$ cat src/rtl/ccc_pkg.sv
// Package: shared constants for the self-clearing clear register.
// Holds the fixed target ordering and the host address map.
package ccc_pkg;
    localparam int unsigned TIME_CTRS      = 2;   // discharge and charge time counters
    localparam int unsigned DSC_IDX        = 0;
    localparam int unsigned CHG_IDX        = 1;
    localparam int unsigned ADDR_CLR       = 0;
    localparam int unsigned ADDR_RATE_BASE = 1;   // period registers at 1 and 2
    localparam int unsigned ADDR_FLAGS     = 3;
    localparam int unsigned ADDR_CNT_BASE  = 4;   // counter values from 4 upward
endpackage

$ cat src/rtl/ccc_req_bank.sv
// Module: ccc_req_bank
// Holds one pending bit per clear target and turns each into a single-cycle
// strobe. A request set by the host is pulsed on the next cycle and dropped
// on the cycle after. Assumes set_mask is only meaningful while set_en is high.
module ccc_req_bank #(
    parameter int unsigned N = 4
) (
    input  logic         clk,
    input  logic         rst_n,
    input  logic         set_en,
    input  logic [N-1:0] set_mask,
    output logic [N-1:0] pend_o,
    output logic [N-1:0] strobe_o
);
    logic [N-1:0] pend_q;
    logic [N-1:0] strb_q;
    logic [N-1:0] new_req;

    // Select the request bits carried by the current host write.
    always_comb new_req = set_en ? set_mask : '0;

    // Advance pending bits and strobes; a strobed bit retires unless re-requested.
    always_ff @(posedge clk) begin
        if (!rst_n) begin
            pend_q <= '0;
            strb_q <= '0;
        end else begin
            strb_q <= pend_q & ~strb_q;
            pend_q <= (pend_q & ~strb_q) | new_req;
        end
    end

    assign pend_o   = pend_q;
    assign strobe_o = strb_q;
endmodule

$ cat src/rtl/ccc_time_counter.sv
// Module: ccc_time_counter
// Elapsed-time counter with a programmable period divider and a wrap flag.
// Counts once per RATE enabled timebase ticks (0 acts as 1). A clear zeroes
// count, divider and flag and restores the default period; the clear wins
// over a same-cycle tick or period write.
module ccc_time_counter #(
    parameter int unsigned CNT_W    = 16,
    parameter int unsigned RATE_W   = 16,
    parameter int unsigned DEF_RATE = 28800
) (
    input  logic              clk,
    input  logic              rst_n,
    input  logic              tick_en,
    input  logic              run,
    input  logic              clr,
    input  logic              rate_we,
    input  logic [RATE_W-1:0] rate_wdata,
    output logic [CNT_W-1:0]  cnt_o,
    output logic              flag_o,
    output logic [RATE_W-1:0] rate_o
);
    localparam logic [RATE_W-1:0] RATE_RST = RATE_W'(DEF_RATE);

    logic [RATE_W-1:0] rate_q;
    logic [RATE_W-1:0] div_q;
    logic [CNT_W-1:0]  cnt_q;
    logic              flag_q;
    logic              step;
    logic              fire;
    logic [RATE_W:0]   div_inc;

    // Decide whether this cycle consumes a tick and whether the period is complete.
    always_comb begin
        step    = tick_en && run;
        div_inc = {1'b0, div_q} + 1'b1;
        fire    = step && (div_inc >= {1'b0, rate_q});
    end

    // Update period, divider, count and wrap flag; clear takes priority.
    always_ff @(posedge clk) begin
        if (!rst_n || clr) begin
            rate_q <= RATE_RST;
            div_q  <= '0;
            cnt_q  <= '0;
            flag_q <= 1'b0;
        end else begin
            if (rate_we) rate_q <= rate_wdata;
            if (fire) begin
                div_q <= '0;
                cnt_q <= cnt_q + 1'b1;
                if (&cnt_q) flag_q <= 1'b1;
            end else if (step) begin
                div_q <= div_inc[RATE_W-1:0];
            end
        end
    end

    assign cnt_o  = cnt_q;
    assign flag_o = flag_q;
    assign rate_o = rate_q;
endmodule

$ cat src/rtl/ccc_event_counter.sv
// Module: ccc_event_counter
// Plain event counter standing in for a counter or register pair.
// Increments on inc, wraps silently, and a clear wins over a same-cycle inc.
module ccc_event_counter #(
    parameter int unsigned CNT_W = 16
) (
    input  logic             clk,
    input  logic             rst_n,
    input  logic             inc,
    input  logic             clr,
    output logic [CNT_W-1:0] cnt_o
);
    logic [CNT_W-1:0] cnt_q;

    // Count events; reset or clear returns to zero.
    always_ff @(posedge clk) begin
        if (!rst_n || clr) cnt_q <= '0;
        else if (inc)      cnt_q <= cnt_q + 1'b1;
    end

    assign cnt_o = cnt_q;
endmodule

$ cat src/rtl/ccc_top.sv
// Module: ccc_top
// Self-clearing clear register with two elapsed-time counters and NUM_EVT
// event counters. Host writes address 0 to request clears; each request bit
// strobes its target once and returns to 0 by itself. Assumes
// NUM_EVT + 2 <= DATA_W, CNT_W <= DATA_W, RATE_W <= DATA_W and that ADDR_W
// reaches address 3 + NUM_EVT + 2.
module ccc_top
    import ccc_pkg::*;
#(
    parameter int unsigned NUM_EVT  = 2,
    parameter int unsigned CNT_W    = 16,
    parameter int unsigned RATE_W   = 16,
    parameter int unsigned DATA_W   = 16,
    parameter int unsigned ADDR_W   = 4,
    parameter int unsigned DEF_RATE = 28800
) (
    input  logic                         clk,
    input  logic                         rst_n,
    input  logic                         wr_en,
    input  logic [ADDR_W-1:0]            wr_addr,
    input  logic [DATA_W-1:0]            wr_data,
    input  logic [ADDR_W-1:0]            rd_addr,
    output logic [DATA_W-1:0]            rd_data,
    input  logic                         tb_tick,
    input  logic [TIME_CTRS-1:0]         time_run,
    input  logic [NUM_EVT-1:0]           evt_inc,
    output logic [NUM_EVT+TIME_CTRS-1:0] clr_strobe
);
    localparam int unsigned NUM_TGT = NUM_EVT + TIME_CTRS;

    logic [NUM_TGT-1:0]               pend;
    logic                             clr_set;
    logic [NUM_TGT-1:0][CNT_W-1:0]    cnt_all;
    logic [TIME_CTRS-1:0]             flag_all;
    logic [TIME_CTRS-1:0][RATE_W-1:0] rate_all;

    // Decode host writes aimed at the clear register.
    always_comb clr_set = wr_en && (wr_addr == ADDR_W'(ADDR_CLR));

    ccc_req_bank #(.N(NUM_TGT)) u_req (
        .clk      (clk),
        .rst_n    (rst_n),
        .set_en   (clr_set),
        .set_mask (wr_data[NUM_TGT-1:0]),
        .pend_o   (pend),
        .strobe_o (clr_strobe)
    );

    for (genvar j = 0; j < TIME_CTRS; j++) begin : g_time
        logic rate_we;
        // Decode host writes aimed at this counter's period register.
        always_comb rate_we = wr_en && (wr_addr == ADDR_W'(ADDR_RATE_BASE + j));

        ccc_time_counter #(
            .CNT_W    (CNT_W),
            .RATE_W   (RATE_W),
            .DEF_RATE (DEF_RATE)
        ) u_tc (
            .clk        (clk),
            .rst_n      (rst_n),
            .tick_en    (tb_tick),
            .run        (time_run[j]),
            .clr        (clr_strobe[j]),
            .rate_we    (rate_we),
            .rate_wdata (wr_data[RATE_W-1:0]),
            .cnt_o      (cnt_all[j]),
            .flag_o     (flag_all[j]),
            .rate_o     (rate_all[j])
        );
    end

    for (genvar k = 0; k < NUM_EVT; k++) begin : g_evt
        ccc_event_counter #(.CNT_W(CNT_W)) u_ec (
            .clk   (clk),
            .rst_n (rst_n),
            .inc   (evt_inc[k]),
            .clr   (clr_strobe[TIME_CTRS+k]),
            .cnt_o (cnt_all[TIME_CTRS+k])
        );
    end

    // Return the register selected by rd_addr, zero-extended; unmapped reads give 0.
    always_comb begin
        rd_data = '0;
        if (rd_addr == ADDR_W'(ADDR_CLR))   rd_data[NUM_TGT-1:0]   = pend;
        if (rd_addr == ADDR_W'(ADDR_FLAGS)) rd_data[TIME_CTRS-1:0] = flag_all;
        for (int j = 0; j < TIME_CTRS; j++) begin
            if (rd_addr == ADDR_W'(ADDR_RATE_BASE + j)) rd_data = DATA_W'(rate_all[j]);
        end
        for (int i = 0; i < NUM_TGT; i++) begin
            if (rd_addr == ADDR_W'(ADDR_CNT_BASE + i)) rd_data = DATA_W'(cnt_all[i]);
        end
    end
endmodule

$ cat config.mk
export PLATFORM = sky130hd
export DESIGN_NAME = ccc_top
export DESIGN_NICKNAME = d
export VERILOG_FILES = /design/src/rtl/ccc_pkg.sv /design/src/rtl/ccc_req_bank.sv /design/src/rtl/ccc_time_counter.sv /design/src/rtl/ccc_event_counter.sv /design/src/rtl/ccc_top.sv
export SDC_FILE = /design/constraint.sdc
export NUM_CORES = 1
export LEC_CHECK = 0
export BUFFER_PORTS_ARGS = -buffer_cell sky130_fd_sc_hd__clkbuf_2
export CORE_AREA = 2 2 123 125
export CTS_BUF_LIST = sky130_fd_sc_hd__clkbuf_8
export CTS_CLUSTER_SIZE = 24
export DETAILED_ROUTE_END_ITERATION = 12
export DIE_AREA = 0 0 125 127
export PLACE_DENSITY = 0.77
export SKIP_CTS_REPAIR_TIMING = 1
export SYNTH_ARGS = -nofsm -noshare
export SYNTH_HDL_FRONTEND = slang
export SYNTH_HIERARCHICAL = 1
export SYNTH_SLANG_ARGS = --single-unit
$ cat constraint.sdc
create_clock -name clk -period 3.48 [get_ports clk]
set_input_delay 0.348 -clock clk [delete_from_list [all_inputs] [get_ports clk]]
set_output_delay 0.348 -clock clk [all_outputs]
set_load 0.02 [all_outputs]
; After elaboration in Yosys (flattened, before gate mapping)
; Cells that the tools add are included.
; W data, S select, Z words.
[word_totals]
regBits = 138
latchBits = 0
ram_bits = 0
romBits = 0
inputBits = 32
out_inout_bits = 20
elab_cells = 59
n_memories = 0
[classes]
n_addsub = 6
multipliers = 0
n_div = 0
n_lt_le_gt_ge = 2
n_eq_ne = 9
n_shift = 0
mux = 9
bitwise = 3
reduce_logical = 18
[ops]
columns = op, count
row1 = $mux W16, 6
row2 = $add A16 B1 Y16 const B, 4
row3 = $add A16 B1 Y17 const B, 2
row4 = $ge A17 B16 Y1, 2
row5 = $reduce_and A17 Y1, 2
row6 = $eq A4 B3 Y1 const B, 4
row7 = $eq A4 B2 Y1 const B, 3
row8 = $eq A4 B1 Y1 const B, 2
row9 = $logic_not A4 Y1, 2
row10 = $mux W4, 2
row11 = $logic_and A1 B1 Y1, 7
row12 = $and A4 B4 Y4, 1
row13 = $logic_or A1 B1 Y1, 4
row14 = $not A4 Y4, 1
row15 = $or A4 B4 Y4, 1
row16 = $reduce_or A2 Y1, 2
row17 = $mux W2, 1
row18 = $logic_not A1 Y1, 1

; Depth between registers and ports, before layout
; Gate-level depths: netlist (run 1).
[logic_depth]
depth_word = 9
depth_mapped = 16
mapped_depth_nobuf = 14

; Modules after synthesis
; Netlist (run 1), hierarchy kept.
[modules_own_cells]
columns = module, instances, cells_each, area_each_um2, seq_area_each_um2
row1 = ccc_time_counter at g_time[1].u_tc, 1, 359, 2925.3, 980.9
row2 = ccc_time_counter at g_time[0].u_tc, 1, 343, 2792.7, 980.9
row3 = ccc_event_counter, 2, 79, 720.7, 320.3
row4 = ccc_top, 1, 168, 1117.3, 0.0
row5 = ccc_req_bank, 1, 25, 254.0, 160.2

; Worst setup path after synthesis (run 1)
; OpenSTA, ideal clock, no wires.
[synth_path]
path_type = register to register
start = register g_time[0].u_tc.div_q[2]
end = register g_time[0].u_tc.cnt_q[9]
setup_ns = 0.128
arrival_ns = 2.970
required_time_ns = 3.352
setup_slack_ns = 0.383
stages_incl_launch_ff = 16
path_buffers = 1
synth_period_minus_slack_ns = 3.097
path_cell_list = dfxtp_1 buf_2 nand3_1 nor3_1 nand3_1 inv_1 nand3_1 xnor2_1 ha_1 nand3_1 nor3_2 and3_1 a32oi_2 a2111o_1 xor2_1 nor2_1
[synth_via]
elab_chain_cells = 3
[synth_rtl]
columns = element, line
row1 = start: declaration, ccc_time_counter.sv:25  ; logic [RATE_W-1:0] div_q;
row2 = start signal: assignment, ccc_time_counter.sv:53  ; div_q <= div_inc[RATE_W-1:0];
row3 = $add A16 B1 Y17, ccc_time_counter.sv:35  ; div_inc = {1'b0, div_q} + 1'b1;
row4 = net g_time[0].u_tc.div_inc[13], ccc_time_counter.sv:30  ; logic [RATE_W:0] div_inc;
row5 = $ge A17 B16 Y1, ccc_time_counter.sv:36  ; fire = step && (div_inc >= {1'b0, rate_q});
row6 = $logic_and A1 B1 Y1, ccc_time_counter.sv:36
row7 = end signal: assignment, ccc_time_counter.sv:50  ; cnt_q <= cnt_q + 1'b1;
row8 = end: declaration, ccc_time_counter.sv:26  ; logic [CNT_W-1:0] cnt_q;
; The timed path passes the listed nets, and every way through them passes these cells.
; A chain may end at the register's enable or synchronous reset.

; Worst setup path in the final report (run 1)
[layout_path]
start = register g_time[0].u_tc.div_q[0]
end = register g_time[0].u_tc.cnt_q[14]
; The elaborated chain is that of the path after synthesis.

==> results.py, run 1 <==
metrics = {
    "outcome": {
        "status": "finished clean",
    },
    "sta": {
        "fin_crit_sh_pct": 94.9,
        "worst_pin_slew_ns": 0.795,
        "fin_ws_ns": 0.177,
        "hold_viol": 0,
        "setup_tns_ns": 0,
        "maxSlewHeadroom_pct": 46.9,
        "setup_viol": 0,
        "post-route-min-period_ns": 3.30,
        "rsz0062_at_grt": "true",
        "fmax_mhz": 303,
        "worst_hold_slack_ns": 0.168,
        "drv_slew": 0,
        "fin_skew_ns": 0.00927,
    },
    "placement": {
        "portBuffers": 51,
        "pre_cts_ws_ns": 0.102,
        "place_congestion": 1.00,
        "dp_hpwl_mm": 16.1,
    },
    "routing": {
        "routed_via_density": 6.02,
        "wire_per_inst_um": 17.3,
        "drt_iter0_markers": 556,
        "drc": 0,
        "num_vias": 7725,
        "drt_first_pass_iters": 5,
        "drt_wl_total_mm": 22.2,
        "ant_nets": 0,
    },
    "logic_synthesis": {
        "synth.yosys.warnings": 6,
        "yosysSeqAreaShare_pct": 32.4,
        "synth_most_common_cell": "dfxtp_1",
        "synth_seq_cells": 138,
        "synth_edf_count": 0,
        "syn_nets": 1123,
        "synthFlopType": "dfxtp_1",
        "yosysUniqueCellTypes": 74,
        "synth_common_cells": "138 x dfxtp_1, 133 x nand2_1, 107 x nor2_1",
        "synth_area_um2": 8530,
        "netlist.area_leader.share_pct": 32.4,
        "avgSynthCellArea_um2": 8.10,
        "synthCells": 1053,
        "synth.area.top_cells": "dfxtp_1 32%, nand2_1 5.9%, ha_1 5.6%, mux2i_1 5.5%, a21oi_1 4.9%",
        "synth.largest_area_cell": "dfxtp_1",
        "async_flop_share_pct": 0,
    },
    "finish": {
        "fin_nets": 1157,
        "diodes": 0,
        "synthToLayoutAreaGrowth_pct": 8.55,
        "multiInputGateArea_um2": 5300,
        "post-route-util_pct": 64.2,
        "register_area_um2": 2760,
        "drive_gt1_share_pct": 14.5,
        "num-fill-cells": 1276,
    },
    "worst_setup_path": {
        "arrival_ns": 3.69,
        "required_ns": 3.87,
        "endpoint_kind": "register",
        "cp_max_fo": 12,
        "start_kind": "register",
        "crit_type": "reg2reg",
    },
    "floorplan": {
        "die_w_um": 125,
        "core_area_um2": 14400,
        "die_h_um": 127,
        "num_rows": 44,
        "io_pins": 52,
        "initial_core_util_pct": 59.1,
        "die_area_um2": 15900,
    },
    "global_route": {
        "grt_max_degree": 38,
        "antenna_found_initial": 0,
        "grt_pass1_vias": 6959,
        "grt-ovfl-total": 0,
        "track_usage_pct": 27.9,
        "grt_first_pass_wirelength_mm": 35.7,
    },
    "power": {
        "powerDensity_nw_per_um2": 337,
        "p_total_mw": 3.12,
        "max-vdd-ir-drop_mv": 0.371,
        "p_leak_nw": 3.61,
    },
    "clocking": {
        "cts.sinks": 138,
        "cts_root_buf": "clkbuf_8",
        "numCtsBuffers": 17,
        "htreeDepth": 4,
        "clock_latency_ns": 0.46,
        "clk_path_buf_depth": 2,
        "cts_tree": "yes",
        "path_clk_slew_ns": 0.08,
    },
    "worst_hold_path": {
        "hold_class": "in2reg",
    },
    "run": {
        "maxCapViolCount": 0,
    },
}
[layout by cell type (no fill, tap or decap), types with 16 or more instances in the layout]
cell type / instances
o211ai_1: 20
xor2_1: 25
and3_1: 30
o21ai_1: 16
buf_4: 24
inv_1: 41
nand4_1: 32
xnor2_1: 40
clkbuf_8: 18
a21oi_1: 83
dfxtp_1: 137
nand2_1: 132
nor2_1: 105
mux2i_1: 47
nand2b_1: 28
nand3_1: 42
clkbuf_2: 51
ha_1: 37
[kinds of logic (layout without fill, tap and decap cells)]
kind of cell               after synthesis  count (layout)  share of synthesized area (%)
AOI/OAI and AO/OA                      196             196                           15.2
xor gates and xnor gates                65              65                           6.67
adders and majority gates               38              38                           5.57
buffers and inverters                  103             150                           5.90
DFF                                    138             138                           32.4
muxes                                   55              55                           6.88
and+or+nand+nor                        458             458                           27.4
[flip-flops by register name, indices dropped and copies added (netlist names)]
signal	flops
g_evt.u_ec/cnt_o	32
g_time.u_tc/rate_o	32
g_time.u_tc/flag_o	2
g_time.u_tc/cnt_o	32
g_time.u_tc/div_q	32
u_req/pend_o	4
u_req/strobe_o	4
[worst max-delay path: stages, from the launching register on]
cell and delay [ns]:
dfxtp_1 0.43, ha_2 0.27, nand4_2 0.16, or2_2 0.35, xnor2_1 0.23, ha_1 0.30
a21oi_1 0.18, o21ai_0 0.20, a32oi_2 0.45, nand2_2 0.27, nand4_1 0.21, mux2i_1 0.19
[final timing paths]
path	slack, ns	depth (start not counted)	start	endpoint
max	0.18	11	g_time[0].u_tc/div_q[0]	g_time[0].u_tc/cnt_o[14]
min	0.17	3	wr_data[1]	u_req/pend_o[1]
min reg2reg	0.45	2	g_time[0].u_tc/flag_o	g_time[0].u_tc/flag_o
max reg2reg	0.18	11	g_time[0].u_tc/div_q[0]	g_time[0].u_tc/cnt_o[14]
[per-layer routing]
layer	wire [µm]	share of wire, %	global-route usage (%)
met3	1230	5.6	6.07
met1	10300	46	38.4
met2	9930	45	42.3
met4	790	3.6	12.4
met5	0	0	0
[final cells by class]
| class | instances | area share (%) |
|---|---|---|
| multi-input combinational | 812 | 57.2 |
| timing repair buffer | 75 | 4.70 |
| clock inverter | 14 | 1.34 |
| inverter | 43 | 1.74 |
| sequential | 138 | 29.8 |
| tap | 184 | 2.49 |
| clock buffer | 18 | 2.68 |
[report_power, final]
part           total (mW)  internal [mW]  switching [mW]
sequential           1.61           1.59          0.0173
combinational       0.261         0.0850           0.176
clock                1.25          0.583           0.667
total                3.12           2.26           0.860
[metrics by stage]
stage / cell area (µm²) / instances
floorplan: 8530 / 1053
global placement: 8840 / 1249
detailed placement: 8840 / 1249
CTS: 9220 / 1281
global route: 9260 / 1284
finish: 9260 / 1284
Note: power is estimated with default switching activity, not from simulation.
==> run 2, diff against run 1 <==
REMOVE_ABC_BUFFERS = 1   (was unset)
SKIP_CTS_REPAIR_TIMING = unset   (was 1)
==> run 2 against run 1 <==
Non-clock buffer count decreased by 6. Fmax up 1.6%. Combinational power about the same. Via count is 0.84% lower.
==> results.py, run 2 (synthesized netlist as in run 1, its figures left out) <==
metrics = {
    "outcome": {
        "status": "finished clean",
    },
    "routing": {
        "drt_first_pass_iters": 5,
        "num_vias": 7660,
        "wire_per_inst_um": 17.5,
        "ant_nets": 0,
        "drt_iter0_markers": 881,
        "drc": 0,
        "routed_via_density": 5.99,
        "drt_wl_total_mm": 22.4,
    },
    "worst_setup_path": {
        "r2r_start": "g_time[1].u_tc/div_q[1]",
        "critPathBufInv": 1,
        "max_stage_delay_ns": 0.44,
        "required_ns": 3.87,
        "crit_top_cell": "nand3_1",
        "path_cells": "ha_2 -> and4_1 -> nand3_1 -> xnor2_1 -> ha_1 -> and3_4 -> nand3_1 -> nor3_2 -> a221oi_4 -> buf_4 -> a2111oi_2 -> mux2i_1",
        "cp_max_fo": 16,
        "start_kind": "register",
        "reg2regPathDepth": 12,
        "arrival_ns": 3.64,
        "reg2reg_slack_ns": 0.23,
        "r2r_end": "g_time[1].u_tc/cnt_o[11]",
        "critPathSlowestCell": "dfxtp_1",
        "crit_start": "g_time[1].u_tc/div_q[1]",
        "crit_type": "reg2reg",
        "path_depth": 12,
        "crit_family": "simple AND/OR/NAND/NOR gates",
        "endpoint_kind": "register",
        "critPathCapture": "g_time[1].u_tc/cnt_o[11]",
    },
    "finish": {
        "final_common_cell": "nand2_1",
        "fin_area_um2": 9250,
        "stdcell_count": 1278,
        "final_cell_mix": "132 x nand2_1, 131 x dfxtp_1, 105 x nor2_1, 83 x a21oi_1, 51 x clkbuf_2",
        "diodes": 0,
        "synthToLayoutAreaGrowth_pct": 8.48,
        "fin_nets": 1151,
        "drive_gt1_share_pct": 14.3,
    },
    "power": {
        "p_total_mw": 3.17,
        "powerDensity_nw_per_um2": 343,
        "max-vdd-ir-drop_mv": 0.313,
        "p_leak_nw": 3.62,
    },
    "worst_hold_path": {
        "hold_path_depth": 3,
        "hold_class": "in2reg",
    },
    "placement": {
        "place_congestion": 0.943,
        "place_area_um2": 8810,
        "placed_cells": 1244,
        "pre_cts_ws_ns": 0.115,
        "portBuffers": 51,
        "dp_hpwl_mm": 16.4,
    },
    "clocking": {
        "clk_path_buf_depth": 2,
        "path_clk_slew_ns": 0.08,
        "cts_hold_buf": 0,
        "htreeDepth": 4,
        "numCtsBuffers": 17,
        "clock_latency_ns": 0.46,
        "cts_root_buf": "clkbuf_8",
        "cts_tree": "yes",
        "cts.sinks": 138,
    },
    "floorplan": {
        "die_h_um": 127,
        "core_area_um2": 14400,
        "num_rows": 44,
        "io_pins": 52,
        "die_w_um": 125,
        "die_area_um2": 15900,
        "initial_core_util_pct": 59.1,
    },
    "global_route": {
        "grt_pass1_vias": 6954,
        "antenna_found_initial": 0,
        "track_usage_pct": 28.1,
        "grt-ovfl-total": 0,
        "grt_max_degree": 45,
        "grt_first_pass_wirelength_mm": 36.0,
    },
    "sta": {
        "hold_viol": 0,
        "maxSlewHeadroom_pct": 42.7,
        "post-route-min-period_ns": 3.25,
        "fin_crit_sh_pct": 93.4,
        "fmax_mhz": 308,
        "worst_pin_slew_ns": 0.858,
        "fin_skew_ns": 0.0126,
        "worst_hold_slack_ns": 0.154,
        "fin_ws_ns": 0.229,
        "drv_slew": 0,
        "setup_viol": 0,
    },
    "run": {
        "maxCapViolCount": 0,
    },
}
run 2: what timing repair did:
item | 4_1_cts | 5_1_grt
buffers inserted | 0 | 2
resized for setup | 0 | 16
endpoints found under the setup margin | 0 | 47
run 2: area by class of cell:
class                   instances  area, µm²
multi-input cells             812       5310
clock inverters                13        130
clock buffers                  19        262
fillers                      1313       5170
repair buffers                 69        390
flip-flops and latches        138       2770
well taps                     184        230
inverters                      43        161
run 2: worst min-delay path by stage:
stage | endpoint | from | slack, ns
detailed placement | g_time[0].u_tc/flag_o | g_time[0].u_tc/flag_o | 0.46
CTS | g_time[1].u_tc/rate_o[8] | wr_data[8] | 0.12
floorplan | g_time[0].u_tc/flag_o | g_time[0].u_tc/flag_o | 0.43
global placement | g_time[0].u_tc/flag_o | g_time[0].u_tc/flag_o | 0.45
global route | u_req/pend_o[1] | wr_data[1] | 0.15
finish | g_time[0].u_tc/rate_o[10] | wr_data[10] | 0.15
run 2: report_power, final:
part / switching, mW / internal [mW]
logic: 0.176 / 0.0832
clock network: 0.635 / 0.668
registers: 0.0191 / 1.59
run 2: worst register-to-register path: cells and delay by family (launching register included):
family	cells	cell delay [ns]
AOI/OAI and AO/OA	2	0.53
buffers and inverters	1	0.23
and+or+nand+nor	5	1.01
adders and majority gates	2	0.59
muxes	1	0.24
DFF	1	0.44
xor gates and xnor gates	1	0.16
run 2: metal layers:
metal | up-vias | wire [µm] | GRT usage, %
met5 | - | 0 | 0
met4 | 0 | 637 | 10.7
li1 | 3779 | - | -
met2 | 253 | 10400 | 45.2
met1 | 3577 | 9930 | 37.6
met3 | 51 | 1420 | 5.53
run 2: through the flow:
step                setup TNS, ns  util, %
global placement                0     61.1
CTS                             0     63.8
floorplan                       0        -
global route              -0.0199     64.2
detailed placement              0     61.1
finish                          0     64.2
